===== src/rtl/periph_err_monitor.sv =====
module periph_err_monitor #(
  parameter int AW = 16,
  parameter int DW = 16,
  parameter int TIMEOUT = 512,
  parameter int NWIN = 3,
  parameter int WIN_BITS = 10,
  parameter logic [NWIN*AW-1:0] WIN_BASE = {16'h2000, 16'h1400, 16'h0000},
  parameter logic [AW-1:0] CFG_ADDR = 16'h0100,
  parameter logic [AW-1:0] STS_ADDR = 16'h0102,
  parameter logic [AW-1:0] TOC_ADDR = 16'h0104,
  parameter int EN_BIT = 15,
  parameter int INV_BIT = 15,
  parameter int TO_BIT = 12,
  parameter int WR_BIT = 4,
  parameter int RD_BIT = 3
) (
  input  logic          clk,
  input  logic          rst_n,
  input  logic          idle_i,
  input  logic          req_valid_i,
  input  logic          req_write_i,
  input  logic [AW-1:0] req_addr_i,
  input  logic [DW-1:0] req_wdata_i,
  output logic          rsp_valid_o,
  output logic          rsp_err_o,
  output logic [DW-1:0] rsp_rdata_o,
  output logic          per_req_o,
  output logic          per_write_o,
  output logic [AW-1:0] per_addr_o,
  output logic [DW-1:0] per_wdata_o,
  input  logic          per_sel_i,
  input  logic          per_ack_i,
  input  logic [DW-1:0] per_rdata_i
);
  localparam int CW = $clog2(TIMEOUT);

  typedef enum logic [1:0] {S_FREE, S_WAIT, S_RSP} state_t;

  state_t        st;
  logic          err_en, to_en;
  logic [DW-1:0] sts, sts_set, loc_rdata, rdata_q;
  logic [CW-1:0] cnt;
  logic          err_q;
  logic [NWIN-1:0] win_hit;

  for (genvar i = 0; i < NWIN; i++) begin : g_win
    assign win_hit[i] = req_addr_i[AW-1:WIN_BITS] == WIN_BASE[i*AW+WIN_BITS +: AW-WIN_BITS];
  end

  wire is_cfg = req_addr_i == CFG_ADDR;
  wire is_sts = req_addr_i == STS_ADDR;
  wire is_toc = req_addr_i == TOC_ADDR;
  wire is_loc = is_cfg | is_sts | is_toc;

  wire accept = (st == S_FREE) && req_valid_i && !idle_i;
  wire bad    = accept && !is_loc && (|win_hit) && !per_sel_i && err_en;
  wire tmo    = (st == S_WAIT) && !per_ack_i && to_en && (cnt == CW'(TIMEOUT - 1));
  wire fail   = bad | tmo;
  wire sts_rd = accept && is_sts && !req_write_i;

  assign sts_set = fail ? ((DW'(bad) << INV_BIT) | (DW'(tmo) << TO_BIT) |
                           (DW'(1) << (req_write_i ? WR_BIT : RD_BIT))) : '0;

  assign loc_rdata = is_cfg ? (DW'(err_en) << EN_BIT) :
                     is_sts ? sts :
                     is_toc ? DW'(to_en) : '0;

  always_ff @(posedge clk or negedge rst_n) begin
    if (!rst_n) sts <= '0;
    else if (sts_rd) sts <= '0;
    else sts <= sts | sts_set;
  end

  always_ff @(posedge clk or negedge rst_n) begin
    if (!rst_n) begin
      st      <= S_FREE;
      err_en  <= 1'b1;
      to_en   <= 1'b0;
      cnt     <= '0;
      err_q   <= 1'b0;
      rdata_q <= '0;
    end else begin
      case (st)
        S_FREE: if (accept) begin
          if (is_loc) begin
            st      <= S_RSP;
            err_q   <= 1'b0;
            rdata_q <= req_write_i ? '0 : loc_rdata;
            if (req_write_i && is_cfg) err_en <= req_wdata_i[EN_BIT];
            if (req_write_i && is_toc) to_en  <= req_wdata_i[0];
          end else if (bad) begin
            st      <= S_RSP;
            err_q   <= 1'b1;
            rdata_q <= '0;
          end else begin
            st  <= S_WAIT;
            cnt <= '0;
          end
        end
        S_WAIT: begin
          cnt <= cnt + 1'b1;
          if (per_ack_i) begin
            st      <= S_RSP;
            err_q   <= 1'b0;
            rdata_q <= req_write_i ? '0 : per_rdata_i;
          end else if (tmo) begin
            st      <= S_RSP;
            err_q   <= 1'b1;
            rdata_q <= '0;
          end
        end
        default: st <= S_FREE;
      endcase
    end
  end

  assign rsp_valid_o = st == S_RSP;
  assign rsp_err_o   = err_q;
  assign rsp_rdata_o = rdata_q;
  assign per_req_o   = st == S_WAIT;
  assign per_write_o = req_write_i;
  assign per_addr_o  = req_addr_i;
  assign per_wdata_o = req_wdata_i;
endmodule



===== config.mk =====
export PLATFORM = sky130hd
export DESIGN_NAME = periph_err_monitor
export DESIGN_NICKNAME = d
export VERILOG_FILES = /design/src/rtl/periph_err_monitor.sv
export SDC_FILE = /design/constraint.sdc
export NUM_CORES = 1
export LEC_CHECK = 0
export BUFFER_PORTS_ARGS = -buffer_cell sky130_fd_sc_hd__buf_2
export CAP_MARGIN = 20
export CORE_UTILIZATION = 45
export CTS_CLUSTER_DIAMETER = 50
export DETAILED_ROUTE_END_ITERATION = 6
export GPL_TIMING_DRIVEN = 0
export HOLD_SLACK_MARGIN = 0.05
export PLACE_DENSITY = 0.78
export SYNTH_ARGS = -nofsm -noshare
export SYNTH_HDL_FRONTEND = slang
export SYNTH_SLANG_ARGS = --single-unit

===== constraint.sdc =====
create_clock -name clk -period 6.33 [get_ports clk]
set_input_delay 0.633 -clock clk [delete_from_list [all_inputs] [get_ports clk]]
set_output_delay 0.633 -clock clk [all_outputs]
set_load 0.03 [all_outputs]

==> flow_summary.toml <==
[outcome]
outcome = "finished clean"

[setup_path]
rr_endpoint = "rsp_rdata_o[4]"
critPathBufInv = 2
crit_path_end_kind = "flip-flop"
crit_arrival_ps = 2710
path_depth = 11
cp_top_family = "simple AND/OR/NAND/NOR gates"
slowest_stage = "dfrtp_1"
r2r_cells = 11
startpoint_type = "flip-flop"
crit_path_frequent_cell = "and3_1"
crit_required_ps = 6500
r2r-start = "cnt[0]"
crit_path_cell_trace = "ha_1, and3_1, and3_1, and3_1, ha_1, nand2_1, nand3b_1, o211ai_4, inv_2, buf_6, mux2_4"
crit_fanout = 10
worstSetupPathType = "reg2reg"
max_stage_delay_ps = 410
r2r_slack_ps = 3780

[routing]
drc = 0
drtIter0Drc = 96
wl_per_cell_um = 13.0
vias = 1921
vias_per_cell = 4.99
antenna_left = 0
dr.pass1.iters = 4
routed_wl_um = 5000

[pwr]
power_density_nw_per_um2 = 245
ir_drop_v = 0.000158
p_leak_nw = 1.55

[synth]
netlist_area_um2 = 2280
yosys.area_share.simple_pct = 17.5
ys_types = 44
yosysTopAreaCell = "dfrtp_1"
ys_seq_area_share_pct = 44.0
syn_avg_cell_area_um2 = 10.4
synth_edf_count = 0
yosys.cell_count.top_type = "dfrtp_1"
synth_fa_ha_area_share_pct = 1.10
synth_area_leaders = "dfrtp_1, buf_4, mux2_4"
synth_xor_xnor_area_share_pct = 0
ys_seq_elements = 40
synth_fp_nets = 276
synth_top_area_share_pct = 42.8
synth_flop_cell = "dfrtp_1"
synth_compound_area_share_pct = 13.4
synthArstFlopShare_pct = 100
yosys_warnings = 0
synth_top_family_by_area = "simple AND/OR/NAND/NOR gates"
synthMuxAreaShare_pct = 9.17
synth_commonest_cells = "dfrtp_1, buf_4, nor2_1"
synthCells = 219

[cells_and_area]
final_area_um2 = 2910
seq_area_um2 = 1000
fill_cells = 421
antenna_cells = 0
area_growth_syn_to_layout_pct = 27.6
drive_gt1_share_pct = 51.3
nets = 374
instances_no_fill = 385
multi_input_area_um2 = 938

[sta]
finalCritPeriodShare_pct = 40.2
worstMarginPinSlew_ps = 899
rsz0062_at_grt = "false"
finalHoldViolCount = 0
relSlewSlack_pct = 40.0
period_minus_slack_ps = 2550
finalSetupViolations = 0
maxSlewViolCount = 0
hold_slack_ps = 471
fmax_mhz = 393
clock_skew_ps = 6.79
finalSetupTns_ps = 0
setup_slack_ps = 3780

[die]
die_h_um = 73.2
dieWidth_um = 73.2
die_area_um2 = 5350
start_util_pct = 47.6
io_pins = 107
core_um2 = 4790
rows = 25

[clock_network]
htree_levels = 2
clockBufferDepth = 2
cts_tree = "yes"
clk_latency_ps = 290
cts_root_buffer = "clkbuf_8"
clock-sinks = 40
hold_buffers = 0
numCtsBuffers = 5
cts.clk_slew.worst_paths_ps = 70
post_cts_resized = 0
cts_setup_buffers = 0

[global_routing]
grt_max_degree = 41
grt_pass1_vias = 1778
antenna_found_initial = 0
grt_remaining_overflow = 0
grt_pass1_wl_um = 8070
grtUsageTotal_pct = 20.0

[placed_design]
dp_hpwl_um = 3870
gp_congestion = 0.785
portBuffers = 91
post_dp_cell_area_um2 = 2820
pre_cts_slack_ps = 3810
dpl.cell_count = 377

[hold_path]
hp-class = "in2async"

[flow_run]
drv_cap = 0
cells by family after synthesis:
logic type	Yosys count
flops	40
buf+inv	52
mux	16
simple gates	70
fa+ha+maj	2
compound gates	39
layout by cell type (no fill, tap or decap), drive strengths merged, types with 2 or more instances in the layout:
master	count
nand2	11
a22o	14
o211ai	2
and3	6
nor4	5
clkbuf	10
nand3	5
a21oi	4
nor3	4
o21ai	6
a31oi	2
dfrtp	39
buf	127
ha	2
nor2b	9
nor4b	3
mux2i	4
o22ai	5
nor2	18
or2	2
o2bb2ai	2
inv	14
mux2	12
layer usage:
metal,global-route usage (%),up-vias,part of all wire (%)
li1,-,932,-
met1,24.8,908,43
met2,34.3,70,50
met3,3.87,11,4.9
met4,7.84,0,1.9
met5,0,-,0
flip-flops by register name (all words and copies together), names as in the netlist:
register	flops
st	2
cnt	9
err_en	1
sts	10
rsp_err_o	1
to_en	1
rsp_rdata_o	16
worst max-delay path by stage:
stage           start               to  slack, ps
4_1_cts        cnt[0]   rsp_rdata_o[4]       3780
6_report       cnt[0]   rsp_rdata_o[4]       3780
2_1_floorplan  cnt[0]   rsp_rdata_o[0]       4040
3_3_place_gp   cnt[0]  rsp_rdata_o[15]       3870
5_1_grt        cnt[0]   rsp_rdata_o[4]       3640
3_5_place_dp   cnt[0]   rsp_rdata_o[0]       3810
report_power, final:
part           internal [W]  total [W]  switching, W
sequential         0.000289   0.000312     0.0000233
combinational     0.0000913   0.000227      0.000136
clock             0.0000889   0.000172     0.0000829
layout make-up:
class	instances	area share [%]
Inverter	14	1.81
Buffer	38	9.81
Sequential cell	40	34.5
Tap cell	67	2.88
Clock buffer	8	3.10
Timing Repair Buffer	91	15.7
Multi-Input combinational cell	127	32.3
stage by stage:
step | util [%] | total power, W
floorplan | - | 0.000476
global route | 60.8 | 0.000753
CTS | 60.8 | 0.000718
finish | 60.8 | 0.000711
detailed placement | 58.9 | 0.000545
global placement | 58.9 | 0.000541
Note: power is estimated with default switching activity, not from simulation.
